<file path="config.mk">
export PLATFORM = sky130hd
export DESIGN_NAME = nor_read_mux
export DESIGN_NICKNAME = d
export VERILOG_FILES = /design/src/rtl/nor_read_pkg.sv /design/src/rtl/nor_read_ctl.sv /design/src/rtl/nor_read_dp.sv /design/src/rtl/nor_read_mux.sv
export SDC_FILE = /design/constraint.sdc
export NUM_CORES = 1
export LEC_CHECK = 0
export BUFFER_PORTS_ARGS = -buffer_cell sky130_fd_sc_hd__buf_4
export CAP_MARGIN = 5
export CORE_ASPECT_RATIO = 1.5
export CORE_MARGIN = 1
export CORE_UTILIZATION = 40
export DETAILED_ROUTE_END_ITERATION = 16
export PLACE_DENSITY = 0.75
export SETUP_SLACK_MARGIN = 0.2
export SYNTH_ARGS = -nofsm -noshare
export SYNTH_HDL_FRONTEND = slang
export SYNTH_SLANG_ARGS = --single-unit
</file>
<file path="constraint.sdc">
create_clock -name clk -period 5.2 [get_ports clk]
set_clock_uncertainty 0.15 [all_clocks]
set_input_delay 0.52 -clock clk [delete_from_list [all_inputs] [get_ports clk]]
set_output_delay 0.52 -clock clk [all_outputs]
set_load 0.1 [all_outputs]
</file>
<file path="src/rtl/nor_read_pkg.sv">
package nor_read_pkg;

  typedef enum logic [2:0] {
    MODE_READ    = 3'd0,
    MODE_ERSETUP = 3'd1,
    MODE_IDENT   = 3'd2,
    MODE_PROG    = 3'd3,
    MODE_SERASE  = 3'd4,
    MODE_CERASE  = 3'd5,
    MODE_QUERY   = 3'd6,
    MODE_BAD     = 3'd7
  } mode_e;

  // Strobes from the control half to the datapath half
  typedef struct packed {
    logic selId;
    logic selStatus;
    logic selQuery;
    logic toggleStatus;
  } rd_strobes_t;

endpackage

</file>
<file path="src/rtl/nor_read_ctl.sv">
module nor_read_ctl
  import nor_read_pkg::*;
#(
  parameter int LAZY_LIMIT = 42
) (
  input  logic        clk,
  input  logic        rstN,
  input  logic        rdStrobe,
  input  logic [2:0]  cmdState,
  input  logic        seqIdle,
  input  logic        wrStart,
  output rd_strobes_t strb,
  output logic        fastRead,
  output logic        stateFault
);

  localparam int CNT_W = $clog2(LAZY_LIMIT + 2);
  localparam logic [CNT_W-1:0] LIM = CNT_W'(LAZY_LIMIT);

  mode_e mode;
  logic [CNT_W-1:0] readCnt;
  logic countRead;

  assign mode = mode_e'(cmdState);

  always_comb begin
    strb = '0;
    stateFault = 1'b0;
    case (mode)
      MODE_IDENT:  strb.selId = 1'b1;
      MODE_PROG, MODE_SERASE, MODE_CERASE: begin
        strb.selStatus    = 1'b1;
        strb.toggleStatus = rdStrobe;
      end
      MODE_QUERY:  strb.selQuery = 1'b1;
      MODE_BAD:    stateFault = rdStrobe;
      default: ;
    endcase
  end

  assign countRead = rdStrobe && !fastRead && seqIdle;

  always_ff @(posedge clk) begin
    if (!rstN) begin
      readCnt  <= '0;
      fastRead <= 1'b1;
    end else if (wrStart) begin
      readCnt  <= '0;
      fastRead <= 1'b0;
    end else if (countRead) begin
      readCnt <= readCnt + 1'b1;
      if (readCnt >= LIM) fastRead <= 1'b1;
    end
  end


  fast_rise_chk: assert property (@(posedge clk) disable iff (!rstN)
    $rose(fastRead) |-> $past(rdStrobe) && $past(seqIdle) && !$past(wrStart));


  wr_clear_chk: assert property (@(posedge clk) disable iff (!rstN)
    wrStart |=> !fastRead && readCnt == '0);

endmodule

</file>
<file path="src/rtl/nor_read_dp.sv">
module nor_read_dp
  import nor_read_pkg::*;
#(
  parameter int          BUS_BYTES  = 2,
  parameter int          CHIP_AW    = 16,
  parameter int          SECT_AW    = 12,
  parameter int          OFS_W      = 24,
  parameter bit          BIG_ENDIAN = 1'b0,
  parameter logic [15:0] MFR_ID     = 16'h0001,
  parameter logic [15:0] DEV_ID     = 16'h227E,
  parameter logic [15:0] EXT_ID0    = 16'h2210,
  parameter logic [15:0] EXT_ID1    = 16'h00FF
) (
  input  logic                   clk,
  input  logic                   rstN,
  input  rd_strobes_t            strb,
  input  logic [OFS_W-1:0]       rdOffset,
  input  logic                   statusLoad,
  input  logic [7:0]             statusLoadVal,
  input  logic [8*BUS_BYTES-1:0] arrData,
  output logic [8*BUS_BYTES-1:0] rdData,
  output logic [CHIP_AW-1:0]     arrAddr
);

  localparam int          DATA_W   = 8 * BUS_BYTES;
  localparam int          SHIFT    = $clog2(BUS_BYTES);
  localparam int          QRY_LEN  = 'h52;
  localparam logic [15:0] ID_UNDEF = 16'h00FF;
  localparam int          NBLK_M1  = (1 << (CHIP_AW - SECT_AW)) - 1;
  localparam int          SECT_B   = 1 << SECT_AW;

  logic [7:0]        statusReg;
  logic [7:0]        idx;
  logic [DATA_W-1:0] arrayWord;
  logic              unusedHi;

  assign arrAddr  = rdOffset[CHIP_AW-1:0];
  assign unusedHi = ^rdOffset[OFS_W-1:CHIP_AW];
  assign idx      = rdOffset[7:0] >> SHIFT;

  generate
    if (BIG_ENDIAN) begin : g_swap
      for (genvar k = 0; k < BUS_BYTES; k++) begin : g_lane
        assign arrayWord[8*k +: 8] = arrData[8*(BUS_BYTES-1-k) +: 8];
      end
    end else begin : g_pass
      assign arrayWord = arrData;
    end
  endgenerate

  function automatic logic [7:0] qryByte(input logic [7:0] i);
    case (i)
      8'h10: qryByte = 8'h51;
      8'h11: qryByte = 8'h52;
      8'h12: qryByte = 8'h59;
      8'h13: qryByte = 8'h02;
      8'h15: qryByte = 8'h31;
      8'h1B: qryByte = 8'h27;
      8'h1C: qryByte = 8'h36;
      8'h1F: qryByte = 8'h07;
      8'h21: qryByte = 8'h09;
      8'h22: qryByte = 8'h0C;
      8'h23: qryByte = 8'h01;
      8'h25: qryByte = 8'h0A;
      8'h26: qryByte = 8'h0D;
      8'h27: qryByte = 8'(CHIP_AW);
      8'h28: qryByte = 8'h02;
      8'h2C: qryByte = 8'h01;
      8'h2D: qryByte = 8'(NBLK_M1);
      8'h2E: qryByte = 8'(NBLK_M1 >> 8);
      8'h2F: qryByte = 8'(SECT_B >> 8);
      8'h30: qryByte = 8'(SECT_B >> 16);
      8'h31: qryByte = 8'h50;
      8'h32: qryByte = 8'h52;
      8'h33: qryByte = 8'h49;
      8'h34: qryByte = 8'h31;
      8'h35: qryByte = 8'h30;
      default: qryByte = 8'h00;
    endcase
  endfunction

  always_comb begin
    rdData = arrayWord;
    if (strb.selStatus) begin
      rdData = DATA_W'(statusReg);
    end else if (strb.selQuery) begin
      rdData = (int'(idx) < QRY_LEN) ? DATA_W'(qryByte(idx)) : '0;
    end else if (strb.selId) begin
      case (idx)
        8'h00: rdData = DATA_W'(MFR_ID);
        8'h01: rdData = DATA_W'(DEV_ID);
        8'h02: rdData = '0;
        8'h0E: if (EXT_ID0 != ID_UNDEF) rdData = DATA_W'(EXT_ID0);
        8'h0F: if (EXT_ID1 != ID_UNDEF) rdData = DATA_W'(EXT_ID1);
        default: ;
      endcase
    end
  end

  always_ff @(posedge clk) begin
    if (!rstN)                  statusReg <= 8'h00;
    else if (statusLoad)        statusReg <= statusLoadVal;
    else if (strb.toggleStatus) statusReg[6] <= ~statusReg[6];
  end


  status_toggle_chk: assert property (@(posedge clk) disable iff (!rstN)
    strb.toggleStatus && !statusLoad |=>
      statusReg[6] != $past(statusReg[6]) && statusReg[7] == $past(statusReg[7])
      && statusReg[5:0] == $past(statusReg[5:0]));


  status_hold_chk: assert property (@(posedge clk) disable iff (!rstN)
    !strb.toggleStatus && !statusLoad |=> $stable(statusReg));


  qry_zero_chk: assert property (@(posedge clk) disable iff (!rstN)
    strb.selQuery && int'(idx) >= QRY_LEN |-> rdData == '0);

endmodule

</file>
<file path="src/rtl/nor_read_mux.sv">
module nor_read_mux
  import nor_read_pkg::*;
#(
  parameter int          BUS_BYTES  = 2,
  parameter int          CHIP_AW    = 16,
  parameter int          SECT_AW    = 12,
  parameter int          OFS_W      = 24,
  parameter bit          BIG_ENDIAN = 1'b0,
  parameter int          LAZY_LIMIT = 42,
  parameter logic [15:0] MFR_ID     = 16'h0001,
  parameter logic [15:0] DEV_ID     = 16'h227E,
  parameter logic [15:0] EXT_ID0    = 16'h2210,
  parameter logic [15:0] EXT_ID1    = 16'h00FF
) (
  input  logic                   clk,
  input  logic                   rstN,
  input  logic                   rdStrobe,
  input  logic [OFS_W-1:0]       rdOffset,
  input  logic [2:0]             cmdState,
  input  logic                   seqIdle,
  input  logic                   wrStart,
  input  logic                   statusLoad,
  input  logic [7:0]             statusLoadVal,
  input  logic [8*BUS_BYTES-1:0] arrData,
  output logic [8*BUS_BYTES-1:0] rdData,
  output logic [CHIP_AW-1:0]     arrAddr,
  output logic                   fastRead,
  output logic                   stateFault
);

  rd_strobes_t strb;

  nor_read_ctl #(.LAZY_LIMIT(LAZY_LIMIT)) i_ctl (
    .clk(clk), .rstN(rstN), .rdStrobe(rdStrobe), .cmdState(cmdState),
    .seqIdle(seqIdle), .wrStart(wrStart), .strb(strb),
    .fastRead(fastRead), .stateFault(stateFault)
  );

  nor_read_dp #(
    .BUS_BYTES(BUS_BYTES), .CHIP_AW(CHIP_AW), .SECT_AW(SECT_AW), .OFS_W(OFS_W),
    .BIG_ENDIAN(BIG_ENDIAN), .MFR_ID(MFR_ID), .DEV_ID(DEV_ID),
    .EXT_ID0(EXT_ID0), .EXT_ID1(EXT_ID1)
  ) i_dp (
    .clk(clk), .rstN(rstN), .strb(strb), .rdOffset(rdOffset),
    .statusLoad(statusLoad), .statusLoadVal(statusLoadVal),
    .arrData(arrData), .rdData(rdData), .arrAddr(arrAddr)
  );

endmodule

</file>
After elaboration in Yosys (flattened, before gate mapping)
Memories as Yosys holds them, arrays and structs flattened.
Index checks and enable logic that the tools add are counted.
Widths: inputs -> output; s select.
{"block": "word_totals", "rom_bits": 448, "in_bits": 57, "n_memories": 1, "reg_bits": 15, "wordCells": 46}
{"block": "op_classes", "reduce_logical": 11, "bitwise_logic": 2, "n_lt_le_gt_ge": 2, "mux": 16, "eq_ne": 9, "addsub": 1}
{"memory": "(no name shown)", "depth": 64, "width": 7, "rd": 1, "rd_clocked_by_memory_dff": 0, "write_ports": 0, "line": "nor_read_dp.sv:52", "rtl": "case (i)"}
{"operator": "$pmux 16 s4", "n": 1}
{"operator": "$mux 16", "n": 3}
{"operator": "$mux 8", "n": 2}
{"operator": "$eq 3x3->1 const B", "n": 4}
{"operator": "$mux 1", "n": 10}
{"operator": "$logic_not 8->1", "n": 1}
{"operator": "$eq 7x1->1 const B", "n": 1}
{"operator": "$eq 7x2->1 const B", "n": 1}
{"operator": "$eq 7x4->1 const B", "n": 1}
{"operator": "$lt 7x7->1 const B", "n": 1}
{"operator": "$add 6x1->6 const B", "n": 1}
{"operator": "$eq 3x2->1 const B", "n": 2}
{"operator": "$ge 6x6->1 const B", "n": 1}
{"operator": "$reduce_bool 2->1", "n": 3}
{"operator": "$reduce_or 3->1", "n": 1}
{"operator": "$logic_and 1x1->1", "n": 2}
{"operator": "$logic_not 2->1", "n": 1}
{"operator": "$not 1->1", "n": 2}
{"operator": "$reduce_and 2->1", "n": 1}
{"operator": "$reduce_or 2->1", "n": 1}
{"operator": "$logic_not 1->1", "n": 1}

Depth between registers and ports, before layout
{"block": "depth", "word_depth": 5, "mapped_depth": 9, "mapped_depth_nobuf": 7}

Cells and area by module
Synthesis repeated with hierarchy kept, for this count alone.
{"block": "hier_totals", "hier_cells": 199, "area_unflattened_um2": 1537.7}
{"mod": "nor_read_dp", "area_per_inst_um2": 1143.6, "cells_per_inst": 154, "instances": 1, "seq_area_each_um2": 160.2}
{"mod": "nor_read_ctl", "area_per_inst_um2": 394.1, "cells_per_inst": 45, "instances": 1, "seq_area_each_um2": 140.1}

Least setup slack after synthesis
Ideal clock, no wire load.
{"block": "synth_path", "path_kind": "input to output", "startpoint": "input port cmdState[0]", "endpoint": "output port rdData[6]", "t_arrival_ns": 3.094, "slack_ns": 1.436, "path_stages": 4, "cell_sequence": "or4b_4 nor3_4 nand3_1 a41oi_1"}
{"block": "synth_via", "elab_chain_cells": 5, "elab_cells_between_ends": 12, "classes_between": "5 x eq/ne; 6 x mux; 1 x reduce/logical"}
{"item": "start: declaration", "line": "nor_read_mux.sv:19", "rtl": "input logic [2:0] cmdState,"}
{"item": "$eq 3x2->1", "line": "nor_read_ctl.sv:29", "rtl": "case (mode)"}
{"item": "$mux 1", "line": "nor_read_ctl.sv:29"}
{"item": "$mux 16", "line": "nor_read_dp.sv:88", "rtl": "end else if (strb.selId) begin"}
{"item": "$mux 16", "line": "nor_read_dp.sv:86", "rtl": "end else if (strb.selQuery) begin"}
{"item": "$mux 16 *", "line": "nor_read_dp.sv:84", "rtl": "if (strb.selStatus) begin"}
{"item": "end: declaration", "line": "nor_read_mux.sv:25", "rtl": "output logic [8*BUS_BYTES-1:0] rdData,"}
Every way passes the cells marked *; elsewhere a longest branch is shown, timed or not.

Final worst setup path
{"block": "layout_path", "startpoint": "input port rdOffset[1]", "endpoint": "output port rdData[1]"}
{"block": "layout_via", "elab_chain_cells": 5, "elab_cells_between_ends": 12, "classes_between": "1 x order compare; 3 x eq/ne; 6 x mux; 1 x reduce/logical; 1 x memory"}
{"item": "start: declaration", "line": "nor_read_mux.sv:18", "rtl": "input logic [OFS_W-1:0] rdOffset,"}
{"item": "$mem_v2 64x7 (tied with other cells)"}
{"item": "$mux 8 or $pmux 16 s4 (tied branches)", "line": "nor_read_dp.sv:52, nor_read_dp.sv:89"}
{"item": "$mux 8 or $mux 16 (tied branches)", "line": "nor_read_dp.sv:87, nor_read_dp.sv:88"}
{"item": "$mux 16 *", "line": "nor_read_dp.sv:86"}
{"item": "$mux 16 *", "line": "nor_read_dp.sv:84"}
Marks and branches as above.

==> impl_metrics.env <==
export IMPL_status="finished clean"
export IMPL_grt_ovfl_total=0
export IMPL_core_area_um2=3650
export IMPL_nets=308
export IMPL_wl_um=3800
export IMPL_hold_violations=0
export IMPL_fmaxAchievable_mhz=305
export IMPL_synthCells=200
export IMPL_synth_area_um2=1520
export IMPL_maxCapViolCount=0
export IMPL_setup_tns_ns=0
export IMPL_critPathSlowestCell="a21oi_1"
export IMPL_antenna_diode_count=0
export IMPL_final_common_cell="buf_4"
export IMPL_cts_sinks=15
export IMPL_cts_setup_buffers=0
export IMPL_worstPathMaxFanout=11
export IMPL_worstSetupPathType="in -> out"
export IMPL_clockRootBuffer="clkbuf_8"
export IMPL_clkTransAtPathRegs_ns=0.06
export IMPL_multiInputGateArea_um2=1000
export IMPL_io_buffers=64
export IMPL_start_util_pct=41.6
export IMPL_grt_pass1_wl_um=6200
export IMPL_cp_num_cells=8
export IMPL_die_area_um2=4050
export IMPL_insertion_delay_ns=0.25
export IMPL_io_pins=91
export IMPL_cpLargestDelayFamily="compound AO/OA/AOI/OAI gates"
export IMPL_htree_levels=1
export IMPL_cp_slowest_stage_delay_ns=0.67
export IMPL_fin_hold_ws_ns=0.316
export IMPL_synth_seq_cells=15
export IMPL_gp_congestion=0.874
export IMPL_synth_distinct_cells=48
export IMPL_vias_per_cell=5.44
export IMPL_dpl_cell_area_um2=1870
export IMPL_arrival_ns=2.60
export IMPL_final_seq_area_um2=300
export IMPL_cts_hold_fix_buffers=0
export IMPL_hpwl_um=3000
export IMPL_crit_required_ns=4.53
export IMPL_worstRegToRegCells=4
export IMPL_path_cells="buf_4 > inv_1 > ha_1 > nor3_1 > o31ai_1 > a21oi_1 > a221o_1 > buf_4"
export IMPL_drcViolationCount=0
export IMPL_slew_viol_final=0
export IMPL_tightestPinTransition_ns=0.850
export IMPL_ys_seq_area_share_pct=19.8
export IMPL_grt_max_degree=23
export IMPL_fin_crit_ns=3.27
export IMPL_max_vdd_ir_drop_uv=170
export IMPL_cp_start_kind="primary input"
export IMPL_hold_depth=2
export IMPL_cp_common_cell="buf_4"
export IMPL_crit_buf_inv=3
export IMPL_final_fill_count=393
export IMPL_place_ws_ns=1.96
export IMPL_fp_dieH_um=77.5
export IMPL_die_w_um=52.3
export IMPL_final_cells=285
export IMPL_dp_cells=281
export IMPL_cts_tree="built"
export IMPL_dr_pass1_iters=4
export IMPL_cts_buffers=3
export IMPL_relSlewSlack_pct=41.7
export IMPL_grtUsageTotal_pct=19.4
export IMPL_min_period_over_period_pct=63.0
export IMPL_setup_viol=0
export IMPL_vias=1551
export IMPL_avgRoutedWirePerCell_um=13.3
export IMPL_power_leakage_nw=0.892
export IMPL_ant_nets=0
export IMPL_clockBufferDepth=2
export IMPL_endpoint_kind="primary output"
export IMPL_layout_common_cells="64 x buf_4, 26 x nand2_1, 15 x dfxtp_1, 13 x nor2_1, 11 x o21ai_0"
export IMPL_rsz0062_at_grt="false"
export IMPL_rows=27
export IMPL_avgSynthCellArea_um2=7.59
export IMPL_finalWorstSetupSlack_ns=1.93
export IMPL_grt_pass1_vias=1475
export IMPL_final_design_area_no_fill_um2=1910
export IMPL_powerDensity_nw_per_um2=233
export IMPL_syn2layout_area_growth_pct=25.9
export IMPL_synthesis_nets=265
export IMPL_ys_warnings_count=0
export IMPL_ctsResizeCount=0
export IMPL_drive_gt1_share_pct=31.0
export IMPL_antenna_found_initial=0
export IMPL_drt_iter0_drc=54
export IMPL_hold_class="in -> reg"
-- layer usage --
metal  share of wire (%)  up-vias  wire length [um]  GRT usage, %
li1                    -      773                 -             -
met1                  38      714              1440          20.6
met2                  55       56              2080          35.8
met3                 5.6        8               212          2.75
met4                 1.7        0                66          8.42
met5                   0        -                 0             0
-- registers in the layout, indices dropped and copies added (netlist names) --
name            count
i_dp.statusReg      8
i_ctl.fastRead      1
i_ctl.readCnt       6
-- logic make-up (layout without fill, tap and decap cells) --
kind of cell | count (synthesis) | after routing | synth area share [%]
simple gates | 79 | 79 | 26.7
compound gates | 47 | 47 | 21.9
buf+inv | 34 | 76 | 14.3
flops | 15 | 15 | 19.8
mux | 11 | 11 | 7.33
fa+ha+maj | 8 | 8 | 6.59
xor+xnor | 6 | 6 | 3.46
-- worst paths after layout --
| kind | startpoint | end | slack (ns) |
|---|---|---|---|
| worst min register to register | i_ctl.readCnt[5] | i_ctl.readCnt[5] | 0.35 |
| worst max register to register | i_ctl.fastRead | i_ctl.readCnt[5] | 3.48 |
| worst min-delay path | wrStart | i_ctl.fastRead | 0.32 |
| worst max-delay path | rdOffset[1] | rdData[1] | 1.93 |
-- synth_stat cells, drive strengths merged --
cell	count	share of area (%)
nand2	26	6.4
nand3b	1	0.49
o211ai	2	1.3
o22ai	1	0.41
xor2	4	2.3
a31oi	5	2.1
clkbuf	8	3.3
a21o	1	0.49
mux2i	10	6.6
ha	8	6.6
mux2	1	0.74
inv	8	2.0
a21oi	7	2.3
xnor2	2	1.2
buf	18	9.0
a221o	2	1.3
o311a	1	0.66
or3	1	0.41
a211oi	1	0.49
a41oi	1	0.58
a22o	1	0.58
or4b	1	0.91
nand2b	5	2.1
o21ai	11	3.6
and3	2	0.82
nor2b	9	3.7
dfxtp	15	20
nand3	7	2.3
nand4	5	2.1
a2111oi	1	0.58
a311o	1	0.66
a211o	1	0.58
o211a	1	0.66
and2	6	2.5
o31ai	3	1.5
a21boi	2	1.2
a31o	2	1.2
a311oi	3	1.7
nor3	2	1.4
nor2	14	3.6
-- worst register-to-register path: cells and delay by family, from the launching register on --
kind / cells / cell delay (ns)
and+or+nand+nor: 3 / 1.01
AOI/OAI and AO/OA: 1 / 0.15
DFF: 1 / 0.33
-- report_power, final --
part	total (mW)	switching, mW	internal (mW)
Sequential	0.122	0.00272	0.120
Combinational	0.230	0.166	0.0647
Clock	0.0935	0.0405	0.0530
Total	0.446	0.209	0.237
-- area by class of cell --
type,count,area share (%)
clock inverters,1,0.262
flip-flops and latches,15,15.7
clock buffers,3,2.16
inverters,8,1.57
repair buffers,64,25.1
well taps,43,2.81
multi-input cells,151,52.4
-- per-stage QoR --
| stage | utilization, % | total power, mW |
|---|---|---|
| floorplan | - | 0.333 |
| global placement | 51.2 | 0.354 |
| detailed placement | 51.2 | 0.355 |
| CTS | 52.4 | 0.449 |
| global route | 52.4 | 0.465 |
| finish | 52.4 | 0.446 |
(Power assumes the default switching activity.)
